[src/rtl/dm_pkg.sv]
package dm_pkg;

    localparam int MODE_W = 4;

    typedef struct packed {
        logic [1:0] aux;
        logic       no_hold;
        logic       async_xfer;
    } dm_mode_t;

    typedef enum logic [1:0] {
        CMD_NONE = 2'd0,
        CMD_SET  = 2'd1,
        CMD_CLR  = 2'd2
    } dm_cmd_e;

    function automatic dm_cmd_e decode_cmd(input logic set_s, input logic clr_s);
        if (set_s)      return CMD_SET;
        else if (clr_s) return CMD_CLR;
        else            return CMD_NONE;
    endfunction

    function automatic dm_mode_t mode_from_bits(input logic [MODE_W-1:0] b);
        return dm_mode_t'(b);
    endfunction

endpackage

[src/rtl/dm_spin_timer.sv]
module dm_spin_timer
    import dm_pkg::*;
#(
    parameter int HOLD_TICKS = 1000000
) (
    input  logic    clk,
    input  logic    rst,
    input  dm_cmd_e cmd,
    input  logic    tick,
    input  logic    no_hold,
    output logic    latch_q,
    output logic    motor_on
);
    localparam int CNT_W = $clog2(HOLD_TICKS + 1);

    logic             hold_act;
    logic [CNT_W-1:0] cnt;

    always_ff @(posedge clk) begin
        if (rst) begin
            latch_q  <= 1'b0;
            hold_act <= 1'b0;
            cnt      <= '0;
        end else begin
            case (cmd)
                CMD_SET: begin
                    latch_q  <= 1'b1;
                    hold_act <= 1'b0;
                    cnt      <= '0;
                end
                CMD_CLR: begin
                    if (latch_q) begin
                        latch_q  <= 1'b0;
                        hold_act <= !no_hold;
                        cnt      <= '0;
                    end else if (hold_act && tick) begin
                        if (cnt == CNT_W'(HOLD_TICKS - 1)) begin
                            hold_act <= 1'b0;
                            cnt      <= '0;
                        end else begin
                            cnt <= cnt + 1'b1;
                        end
                    end
                end
                default: begin
                    if (hold_act && tick) begin
                        if (cnt == CNT_W'(HOLD_TICKS - 1)) begin
                            hold_act <= 1'b0;
                            cnt      <= '0;
                        end else begin
                            cnt <= cnt + 1'b1;
                        end
                    end
                end
            endcase
        end
    end

    assign motor_on = latch_q | hold_act;

    AST_SET_STARTS_MOTOR: assert property (@(posedge clk) disable iff (rst)
        (cmd == CMD_SET) |=> (latch_q && motor_on)) else $error("set failed");

    AST_CLR_KEEPS_SPIN: assert property (@(posedge clk) disable iff (rst)
        (cmd == CMD_CLR && latch_q && !no_hold) |=> (!latch_q && motor_on)) else $error("clear gap");

    AST_STOP_ON_TICK: assert property (@(posedge clk) disable iff (rst)
        $fell(motor_on) |-> ($past(tick) || $past(no_hold))) else $error("stop without tick");

    AST_BYPASS_STOP: assert property (@(posedge clk) disable iff (rst)
        (cmd == CMD_CLR && latch_q && no_hold) |=> !motor_on) else $error("bypass failed");

endmodule

[src/rtl/dm_mode_reg.sv]
module dm_mode_reg
    import dm_pkg::*;
(
    input  logic              clk,
    input  logic              rst,
    input  logic              wr,
    input  logic [MODE_W-1:0] wdata,
    input  logic              motor_on,
    output dm_mode_t          mode_q
);
    logic accept;
    assign accept = wr && !motor_on;

    always_ff @(posedge clk) begin
        if (rst)         mode_q <= '0;
        else if (accept) mode_q <= mode_from_bits(wdata);
    end

    AST_MODE_LOCKED: assert property (@(posedge clk) disable iff (rst)
        motor_on |=> $stable(mode_q)) else $error("mode changed while spinning");

    AST_MODE_LOAD: assert property (@(posedge clk) disable iff (rst)
        (wr && !motor_on) |=> (MODE_W'(mode_q) == $past(wdata))) else $error("mode not loaded");

endmodule

[src/rtl/dm_motor_ctl.sv]
module dm_motor_ctl
    import dm_pkg::*;
#(
    parameter int HOLD_TICKS = 1000000
) (
    input  logic              clk,
    input  logic              rst,
    input  logic              latch_set,
    input  logic              latch_clr,
    input  logic              tick,
    input  logic              mode_wr,
    input  logic [MODE_W-1:0] mode_wdata,
    output logic              motor_en,
    output logic              latch_live,
    output logic [MODE_W-1:0] mode_o,
    output logic              async_xfer
);
    dm_cmd_e  cmd;
    dm_mode_t mode_q;

    assign cmd = decode_cmd(latch_set, latch_clr);

    dm_spin_timer #(.HOLD_TICKS(HOLD_TICKS)) u_timer (
        .clk      (clk),
        .rst      (rst),
        .cmd      (cmd),
        .tick     (tick),
        .no_hold  (mode_q.no_hold),
        .latch_q  (latch_live),
        .motor_on (motor_en)
    );

    dm_mode_reg u_mode (
        .clk      (clk),
        .rst      (rst),
        .wr       (mode_wr),
        .wdata    (mode_wdata),
        .motor_on (motor_en),
        .mode_q   (mode_q)
    );

    assign mode_o     = MODE_W'(mode_q);
    assign async_xfer = mode_q.async_xfer;

    AST_RESET_IDLE: assert property (@(posedge clk)
        rst |=> (!motor_en && !latch_live && mode_o == '0)) else $error("reset state");

endmodule

[config.mk]
export PLATFORM = sky130hd
export DESIGN_NAME = dm_motor_ctl
export DESIGN_NICKNAME = d
export VERILOG_FILES = /design/src/rtl/dm_pkg.sv /design/src/rtl/dm_spin_timer.sv /design/src/rtl/dm_mode_reg.sv /design/src/rtl/dm_motor_ctl.sv
export SDC_FILE = /design/constraint.sdc
export NUM_CORES = 1
export LEC_CHECK = 0
export BUFFER_PORTS_ARGS = -buffer_cell sky130_fd_sc_hd__buf_2
export CAP_MARGIN = 25
export CORE_MARGIN = 2
export CORE_UTILIZATION = 58
export CTS_BUF_LIST = sky130_fd_sc_hd__clkbuf_4
export DETAILED_ROUTE_END_ITERATION = 10
export PLACE_DENSITY = 0.76
export SETUP_SLACK_MARGIN = 0.5
export SKIP_LAST_GASP = 1
export SYNTH_ARGS = -nofsm -noshare
export SYNTH_HDL_FRONTEND = slang
export SYNTH_SLANG_ARGS = --single-unit
[constraint.sdc]
create_clock -name clk -period 2.2 [get_ports clk]
set_input_delay 0 -clock clk [delete_from_list [all_inputs] [get_ports clk]]
set_output_delay 0 -clock clk [all_outputs]
set_load 0.03 [all_outputs]
==> flow_metrics.py, run 1 <==
metrics = {
    "synthesis": {
        "synthMuxAreaShare_pct": 3.25,
        "synth_top_family_by_area": "simple AND/OR/NAND/NOR gates",
        "async_flop_share_pct": 0,
        "synth_edf_count": 0,
        "synthSimpleGateAreaFrac_pct": 30.4,
        "synth_area_per_cell_um2": 8.69,
        "synth_fp_nets": 153,
        "ys_warn_count": 0,
        "ys_types": 36,
        "synth-seq-cells": 26,
        "syn_inst": 142,
        "synth-compound-area-share_pct": 9.63,
        "synth_area_um2": 1230,
        "synthAdderAreaFrac_pct": 1.01,
        "synth_top_flop_cell": "dfxtp_1",
        "seq_area_frac_synth_pct": 42.2,
        "synth_xor_area_share_pct": 8.52,
    },
    "timing": {
        "relSlewSlack_pct": 71.9,
        "max_clock_freq_ghz": 0.517,
        "setup_tns_ps": 0,
        "setup_ws_ps": 265,
        "holdWs_ps": 100,
        "worst_slew_pin_slew_ps": 419,
        "setup-violations-final": 0,
        "fin_skew_ps": 3.07,
        "rsz0062_at_grt": "yes",
        "hold_violations": 0,
        "finalCritPeriodShare_pct": 87.9,
        "fin_crit_ps": 1930,
        "slew_viol_final": 0,
    },
    "critical_path": {
        "worstSetupPathType": "flip-flop to flip-flop",
        "end_kind": "flip-flop",
        "r2r-start": "u_timer.cnt[15]$_SDFF_PP0_",
        "rr_worst_depth": 5,
        "startpoint": "u_timer.cnt[15]$_SDFF_PP0_",
        "cp-start-kind": "flip-flop",
        "worstPathArrival_ps": 2160,
        "cp_max_fo": 7,
        "worstReg2RegEnd": "u_timer.cnt[0]$_SDFF_PP0_",
        "critPathCapture": "u_timer.cnt[0]$_SDFF_PP0_",
        "reg2reg_slack_ps": 270,
        "crit_required_ps": 2420,
    },
    "power": {
        "p_leak_nw": 0.543,
        "peakVddDrop_mv": 0.522,
        "powerDensity_nw_per_um2": 500,
    },
    "global_routing": {
        "grt_usage_pct": 26.0,
        "grt_max_degree": 15,
        "grt_pass1_wl_mm": 4.96,
        "antenna_found_initial": 0,
        "grt_overflow": 0,
        "grt_pass1_vias": 1120,
    },
    "place": {
        "io_buffers": 16,
        "dpl.hpwl_mm": 1.94,
        "gp_congestion": 0.853,
        "place_inst": 182,
        "pre_cts_ws_ps": 232,
    },
    "finish": {
        "most-common-layout-cells": "nor2_1 (16), buf_2 (16), dfxtp_1 (14)",
        "stdcell_count": 198,
        "final_nets": 183,
        "syn2layout_area_growth_pct": 27.0,
        "n_antenna_cell": 0,
        "drive_above_1_share_pct": 35.7,
    },
    "cts": {
        "cts_root_buf": "clkbuf_4",
        "clkLatencyLatePin_ps": 310,
        "path_clk_slew_ps": 140,
        "cts.path.max_buffers": 2,
        "cts_buffers": 3,
        "htreeDepth": 1,
        "clock-sinks": 26,
        "tritoncts": "built",
    },
    "routing": {
        "via_count": 1125,
        "antenna_left": 0,
        "wire_per_inst_um": 15.0,
        "avgViaCountPerCell": 5.68,
        "wl_mm": 2.97,
        "first_iter_violations": 37,
        "drc": 0,
        "drtPass1Iterations": 4,
    },
    "worst_hold_path": {
        "min-delay-start": "tick",
        "hp-class": "input port to flip-flop",
    },
    "floorplan": {
        "core_um2": 1980,
        "floorplan.initialDensity_pct": 62.2,
        "fp.dieW_um": 50.1,
        "rows": 16,
        "io_pins": 17,
        "die_h_um": 50.1,
        "die-area_um2": 2510,
    },
    "outcome": {
        "status": "complete, no violations",
    },
    "job": {
        "drv_cap": 0,
    },
}
## worst max-delay path: stages (launching register included)
cell     delay [ps]
dfxtp_2         350
or4b_4          520
or4_4           500
o21ai_4         240
buf_6           170
nor2_1           50
## synthesized netlist by cell type (all sizes together) (2+ instances only)
cell	n	area, um2
dfxtp	26	521
nor2	21	78.8
nand2	9	33.8
xnor2	9	78.8
a21oi	8	43.8
nand3	8	45.0
nand4	7	50.1
or4	6	47.6
buf	5	35.0
inv	5	18.8
o21ai	5	28.8
mux2i	4	40.0
nor4	4	25.0
nor3	3	15.0
xor2	3	26.3
and3	2	12.5
clkbuf	2	7.51
o31ai	2	15.0
or2	2	12.5
or3	2	13.8
or4b	2	23.8
## cells by family after synthesis
logic type	count (synthesis)
compound gates	19
xor+xnor	12
fa+ha+maj	1
buf+inv	12
flops	26
mux	4
simple gates	68
## area by class of cell
cell class                      instances  area (um2)
Timing Repair Buffer                   32         231
Tap cell                               27        33.8
Sequential cell                        26         543
Inverter                                5        18.8
Clock buffer                            4        30.0
Fill cell                             140         415
Multi-Input combinational cell        104         709
## worst min-delay path by stage
stage                               endpoint  slack (ps)  cells past startpoint
6_report           u_timer.cnt[1]$_SDFF_PP0_         100                      4
5_1_grt            u_timer.cnt[1]$_SDFF_PP0_         110                      4
4_1_cts            u_timer.cnt[1]$_SDFF_PP0_          80                      4
3_5_place_dp   u_mode.mode_q[0]$_SDFFE_PP0P_         240                      3
3_3_place_gp    u_timer.latch_q$_SDFFE_PP0N_         230                      3
2_1_floorplan  u_mode.mode_q[0]$_SDFFE_PP0P_          70                      1
## timing repair
action / in CTS / in global routing
resized for setup: 10 / 6
endpoints found under the hold margin: 6 / 0
gates cloned: 1 / 0
hold buffers: 8 / 0
endpoints found under the setup margin: 21 / 21
pin swaps: 11 / 2
buffers inserted: 3 / 0
## layer usage
layer	vias to the layer above	routed length [um]	global-route usage, %
met2	26	1470	45.0
met3	8	113	5.15
li1	559	-	-
met5	-	0	0
met1	532	1320	31.5
met4	0	65	9.72
## registers in the layout, indices dropped and copies added, names as in the netlist
register          flops
u_timer.hold_act      1
u_timer.latch_q       1
u_timer.cnt          20
u_mode.mode_q         4
## through the flow
stage | utilization (%) | total power, mW | area, um2
6_report | 79.0 | 0.784 | 1570
5_1_grt | 79.0 | 0.809 | 1570
4_1_cts | 78.1 | 0.786 | 1550
3_5_place_dp | 69.3 | 0.554 | 1370
3_3_place_gp | 69.3 | 0.552 | 1370
2_1_floorplan | - | 0.534 | 1280
## power breakdown
| part | internal [mW] | leakage (nW) | switching (mW) |
|---|---|---|---|
| logic | 0.0371 | 0.307 | 0.0476 |
| clock network | 0.0831 | 0.0184 | 0.137 |
| registers | 0.473 | 0.217 | 0.00504 |
Power figures use the tool's default switching activity.
==> inputs of run 2 (changes only) <==
- GPL_TIMING_DRIVEN: default -> 0
==> run 2 against run 1 <==
Critical path type unchanged. Global-route usage up 1.8 points. Flip-flop and latch count unchanged. Largest power group unchanged. Cell count up 2.5%. Highest routed layer unchanged. Count of clock-buffer cells in the layout down 1. Final area up 4.1%. Register-to-register slack about the same. Maximum frequency up 0.73%. Sequential power about the same. Worst hold slack worse by 15 ps. Clock power up 50%. Sequential share of layout area down 0.51 points.
==> flow_metrics.py, run 2 (synthesis gave the netlist of run 1 again) <==
metrics = {
    "timing": {
        "worst_slew_pin_slew_ps": 397,
        "hold_violations": 0,
        "relSlewSlack_pct": 73.5,
        "fin_crit_ps": 1920,
        "slew_viol_final": 0,
        "max_clock_freq_ghz": 0.521,
        "finalCritPeriodShare_pct": 87.3,
        "rsz0062_at_grt": "yes",
        "fin_skew_ps": 9.84,
        "setup_tns_ps": 0,
        "setup-violations-final": 0,
    },
    "finish": {
        "most-common-layout-cells": "nor2_1 (21), buf_2 (16), dfxtp_1 (11)",
        "regMostFlops": "u_timer.cnt",
        "syn2layout_area_growth_pct": 32.1,
        "largest_register_ffs": 20,
        "drive_above_1_share_pct": 36.4,
        "final_area_um2": 1630,
        "nFillCells": 124,
        "final_nets": 188,
        "final_util_pct": 82.3,
        "top_regs": "u_timer.cnt x20, u_mode.mode_q x4",
        "n_antenna_cell": 0,
        "final_common_cell": "nor2_1",
    },
    "place": {
        "placement.cell_area_um2": 1400,
        "dpl.hpwl_mm": 1.89,
        "gp_congestion": 0.830,
        "io_buffers": 16,
    },
    "global_routing": {
        "grt-busiest-layer": "met2",
        "grt_use_met2_pct": 51.1,
        "grt_max_degree": 16,
        "antenna_found_initial": 0,
        "grt_pass1_wl_mm": 5.35,
        "met3_usage_pct": 3.33,
        "grt_overflow": 0,
        "use_met1_pct": 33.2,
        "grt_usage_pct": 27.8,
        "grt_pass1_vias": 1215,
    },
    "critical_path": {
        "cp_max_fo": 5,
        "max_stage_delay_ps": 520,
        "slowest_stage": "or4b_4",
        "end_kind": "flip-flop",
        "crit_chain": "or4b_4 -> or4_4 -> o21ai_4 -> buf_6 -> o22ai_4",
        "worstPathArrival_ps": 2150,
        "reg2reg_slack_ps": 280,
        "crit_required_ps": 2430,
        "worstSetupPathType": "flip-flop to flip-flop",
        "cp-start-kind": "flip-flop",
    },
    "cts": {
        "tritoncts": "built",
        "clkLatencyLatePin_ps": 320,
        "cts_root_buf": "clkbuf_4",
        "htreeDepth": 1,
        "cts_buffers": 3,
        "cts.path.max_buffers": 2,
        "clock-sinks": 26,
        "path_clk_slew_ps": 150,
    },
    "floorplan": {
        "rows": 16,
        "core_um2": 1980,
        "floorplan.initialDensity_pct": 62.2,
        "die_h_um": 50.1,
        "fp.dieW_um": 50.1,
        "io_pins": 17,
        "die-area_um2": 2510,
    },
    "job": {
        "drv_cap": 0,
    },
    "outcome": {
        "status": "complete, no violations",
    },
    "power": {
        "powerDensity_nw_per_um2": 548,
        "peakVddDrop_mv": 0.515,
        "p_leak_nw": 0.583,
    },
    "worst_hold_path": {
        "hp-class": "input port to flip-flop",
    },
    "routing": {
        "drtPass1Iterations": 4,
        "wire_per_inst_um": 15.5,
        "avgViaCountPerCell": 5.69,
        "first_iter_violations": 32,
        "antenna_left": 0,
        "via_count": 1155,
        "wl_mm": 3.15,
        "drc": 0,
    },
}
==> run 2: changes by cell type in the layout (fill, tap and decap cells not counted), sizes merged <==
cell    delta
buf        +3
bufinv     +1
clkbuf     +1
==> run 2: through the flow <==
step | setup WS [ps] | instances | power (mW) | hold slack (ps)
after global routing | 241 | 203 | 0.916 | 96.9
final | 279 | 203 | 0.893 | 85.1
after CTS | 311 | 201 | 0.897 | 74.3
after global placement | 309 | 185 | 0.556 | 232
after detailed placement | 289 | 185 | 0.558 | 245
after floorplan | 375 | 142 | 0.534 | 72.4
==> run 2: worst max-delay path, delay by kind of cell, from the launching register on <==
| family | cells | cell delay [ps] |
|---|---|---|
| AO/OA/AOI/OAI | 2 | 270 |
| AND/OR/NAND/NOR | 2 | 1030 |
| flip-flops | 1 | 370 |
| buffers and inverters | 1 | 160 |
==> run 2: layout make-up <==
type,instances,area (um2),area share [%]
Buffer,7,57.6,3.53
Clock buffer,3,22.5,1.38
Multi-Input combinational cell,104,706,43.3
Clock inverter,1,30.0,1.84
Sequential cell,26,557,34.2
Tap cell,27,33.8,2.07
Timing Repair Buffer,30,205,12.6
Inverter,5,18.8,1.15
==> run 2: path summary, 6_finish.rpt <==
path / startpoint / to / depth (start not counted)
worst min-delay path: tick / u_timer.cnt[1]$_SDFF_PP0_ / 4
worst min register to register: u_timer.cnt[1]$_SDFF_PP0_ / u_timer.cnt[1]$_SDFF_PP0_ / 2
worst max register to register: u_timer.cnt[15]$_SDFF_PP0_ / u_timer.hold_act$_SDFF_PP0_ / 5
worst max-delay path: u_timer.cnt[15]$_SDFF_PP0_ / u_timer.hold_act$_SDFF_PP0_ / 5
==> run 2: what timing repair did <==
item                                    in CTS  in global routing
hold buffers                                 8                  0
pin swaps                                    2                  2
setup buffers                                3                  2
resized for setup                           11                  9
endpoints found under the setup margin      21                 21
hold endpoints to repair                     6                  0
gates cloned                                 1                  0
==> run 2: where the power goes <==
part           total [mW]  switching [mW]  internal, mW
clock network       0.332           0.148         0.184
logic              0.0871          0.0477        0.0394
registers           0.475         0.00600         0.469
total               0.893           0.201         0.692
==> run 2: per-layer routing <==
layer	vias up	part of all wire, %
met5	-	0
met4	0	1.1
met3	4	3.6
met2	28	52
met1	547	43
li1	576	-
==> inputs of run 3 (changes only) <==
- ABC_AREA: default -> 1
- CORE_UTILIZATION: 58 -> 60
- PLACE_DENSITY: 0.76 -> 0.78
- clock period: 2.2 -> 2.25 ns (I/O delays scaled with it)
==> run 3 against run 2 <==
Clock power about the same. Via count up 11%. Register-to-register slack better by 370 ps. Worst hold slack worse by 65 ps. Critical path depth up 2. Sequential share of layout area down 2.7 points. Critical endpoint is now u_timer.cnt[8]$_SDFF_PP0_.
==> flow_metrics.py, run 3 <==
metrics = {
    "global_routing": {
        "antenna_found_initial": 0,
        "grt_pass1_wl_mm": 5.10,
        "grt_usage_pct": 25.1,
        "grt_pass1_vias": 1238,
        "grt_overflow": 0,
        "grt_max_degree": 16,
    },
    "timing": {
        "slew_viol_final": 0,
        "max_clock_freq_ghz": 0.625,
        "finalCritPeriodShare_pct": 71.2,
        "setup_ws_ps": 649,
        "worst_slew_pin_slew_ps": 281,
        "fin_skew_ps": 7.82,
        "setup-violations-final": 0,
        "relSlewSlack_pct": 81.2,
        "setup_tns_ps": 0,
        "fin_crit_ps": 1600,
        "rsz0062_at_grt": "no",
        "hold_violations": 0,
    },
    "synthesis": {
        "synth_area_per_cell_um2": 7.50,
        "synth_area_um2": 1430,
        "synth_top_area_share_pct": 36.5,
        "seq_area_frac_synth_pct": 36.5,
        "synth.largest_area_cell": "dfxtp_1",
        "ys_types": 29,
        "syn_inst": 190,
        "synth_fp_nets": 201,
        "ys_top_cells_by_area": "dfxtp_1 (37%), nand2_1 (8.4%), nor2_1 (7.1%), nor2_2 (6.6%), inv_1 (6.3%)",
        "synth_edf_count": 0,
        "synth_top_flop_cell": "dfxtp_1",
        "synth.most_common_cell": "nand2_1",
        "ys_warn_count": 0,
        "synth-seq-cells": 26,
        "async_flop_share_pct": 0,
        "synthTopCellsByCount": "nand2_1 (32), nor2_1 (27), dfxtp_1 (26)",
    },
    "cts": {
        "tritoncts": "built",
        "clkLatencyLatePin_ps": 330,
        "cts_setup_buffers": 0,
        "cts_root_buf": "clkbuf_4",
        "cts.path.max_buffers": 2,
        "clock-sinks": 26,
        "path_clk_slew_ps": 150,
        "htreeDepth": 1,
        "cts_buffers": 3,
    },
    "critical_path": {
        "slowest_stage": "dfxtp_1",
        "rr_worst_depth": 7,
        "r2r-start": "u_timer.cnt[0]$_SDFF_PP0_",
        "end_kind": "flip-flop",
        "max_stage_delay_ps": 420,
        "reg2reg_slack_ps": 650,
        "crit_chain": "ha_1 -> inv_1 -> nor3_2 -> nand3_2 -> nand2_4 -> buf_12 -> nor2_2",
        "crit_required_ps": 2490,
        "worstPathArrival_ps": 1840,
        "worstSetupPathType": "flip-flop to flip-flop",
        "cp_max_fo": 10,
        "worstReg2RegEnd": "u_timer.cnt[8]$_SDFF_PP0_",
        "cp-start-kind": "flip-flop",
    },
    "finish": {
        "syn2layout_area_growth_pct": 16.0,
        "final_nets": 228,
        "most-common-layout-cells": "nand2_1 (32), nor2_1 (27), dfxtp_1 (26)",
        "regMostFlops": "u_timer.cnt",
        "n_antenna_cell": 0,
        "drive_above_1_share_pct": 26.4,
        "largest_register_ffs": 20,
        "top_regs": "u_timer.cnt x20, u_mode.mode_q x4",
        "final_common_cell": "nand2_1",
    },
    "place": {
        "gp_congestion": 0.738,
        "dpl.hpwl_mm": 2.16,
        "pre_cts_ws_ps": 708,
        "io_buffers": 16,
    },
    "routing": {
        "drtPass1Iterations": 4,
        "antenna_left": 0,
        "avgViaCountPerCell": 5.25,
        "wire_per_inst_um": 12.1,
        "drc": 0,
        "via_count": 1281,
        "first_iter_violations": 50,
        "wl_mm": 2.96,
    },
    "job": {
        "drv_cap": 0,
    },
    "floorplan": {
        "io_pins": 17,
        "die-area_um2": 2780,
        "floorplan.initialDensity_pct": 63.8,
        "die_h_um": 52.7,
        "rows": 17,
        "fp.dieW_um": 52.7,
        "core_um2": 2230,
    },
    "power": {
        "powerDensity_nw_per_um2": 543,
        "peakVddDrop_mv": 0.468,
        "p_leak_nw": 0.719,
    },
    "worst_hold_path": {
        "min-delay-start": "latch_clr",
        "hp-class": "input port to flip-flop",
        "min_path_cells": 4,
        "hold-path-endpoint": "u_timer.hold_act$_SDFF_PP0_",
    },
    "outcome": {
        "status": "complete, no violations",
    },
}
## run 3: where the power goes
group	internal (mW)	switching, mW
sequential	0.468	0.00486
clock	0.180	0.148
combinational	0.0375	0.0586
## run 3: cell families after synthesis
kind of cell | share of synthesized area (%)
AND/OR/NAND/NOR | 42.8
adder cells (fa/ha/maj) | 0.878
flip-flops | 36.5
XOR/XNOR | 4.30
AO/OA/AOI/OAI | 5.97
buffers and inverters | 9.57
## run 3: what timing repair did
action,4_1_cts,5_1_grt
hold buffers,6,0
endpoints found under the hold margin,6,0
resized for setup,0,0
## run 3: through the flow
stage	utilization [%]	hold slack, ps	area (um2)	total power, mW	std cells
6_report	74.0	19.6	1650	0.898	244
5_1_grt	74.0	17.4	1650	0.933	244
4_1_cts	74.0	11.8	1650	0.904	244
3_5_place_dp	69.0	208	1540	0.569	234
3_3_place_gp	69.0	205	1540	0.567	234
2_1_floorplan	-	79.3	1430	0.543	190
## run 3: how the worst max path moves through the flow
stage	startpoint	endpoint	slack [ps]	depth (start not counted)
floorplan	u_timer.cnt[0]$_SDFF_PP0_	u_timer.cnt[12]$_SDFF_PP0_	890	7
detailed placement	u_timer.cnt[0]$_SDFF_PP0_	u_timer.cnt[8]$_SDFF_PP0_	710	7
global placement	u_timer.cnt[0]$_SDFF_PP0_	u_timer.cnt[8]$_SDFF_PP0_	770	7
global route	u_timer.cnt[0]$_SDFF_PP0_	u_timer.cnt[14]$_SDFF_PP0_	580	8
CTS	u_timer.cnt[0]$_SDFF_PP0_	u_timer.cnt[8]$_SDFF_PP0_	680	7
finish	u_timer.cnt[0]$_SDFF_PP0_	u_timer.cnt[8]$_SDFF_PP0_	650	7
## run 3: area by class of cell
cell class | count | area (um2)
buffer | 3 | 35.0
clock buffer | 3 | 22.5
clock inverter | 1 | 30.0
fill | 190 | 581
inverter | 27 | 101
multi-input combinational | 134 | 768
sequential | 26 | 520
tap | 28 | 35.0
timing repair buffer | 22 | 140
## run 3: critical path: cells and delay by family (launching register included)
family	cells	cell delay, ps
and+or+nand+nor	4	670
adders and majority gates	1	180
DFF	1	420
buffers and inverters	2	230
## run 3: per-layer routing
metal / up-vias / share of wire, % / track usage (%)
li1: 651 / - / -
met2: 23 / 52 / 44.6
met1: 600 / 42 / 29.4
met3: 7 / 3.2 / 4.29
met5: - / 0 / 0
met4: 0 / 2.1 / 10.7
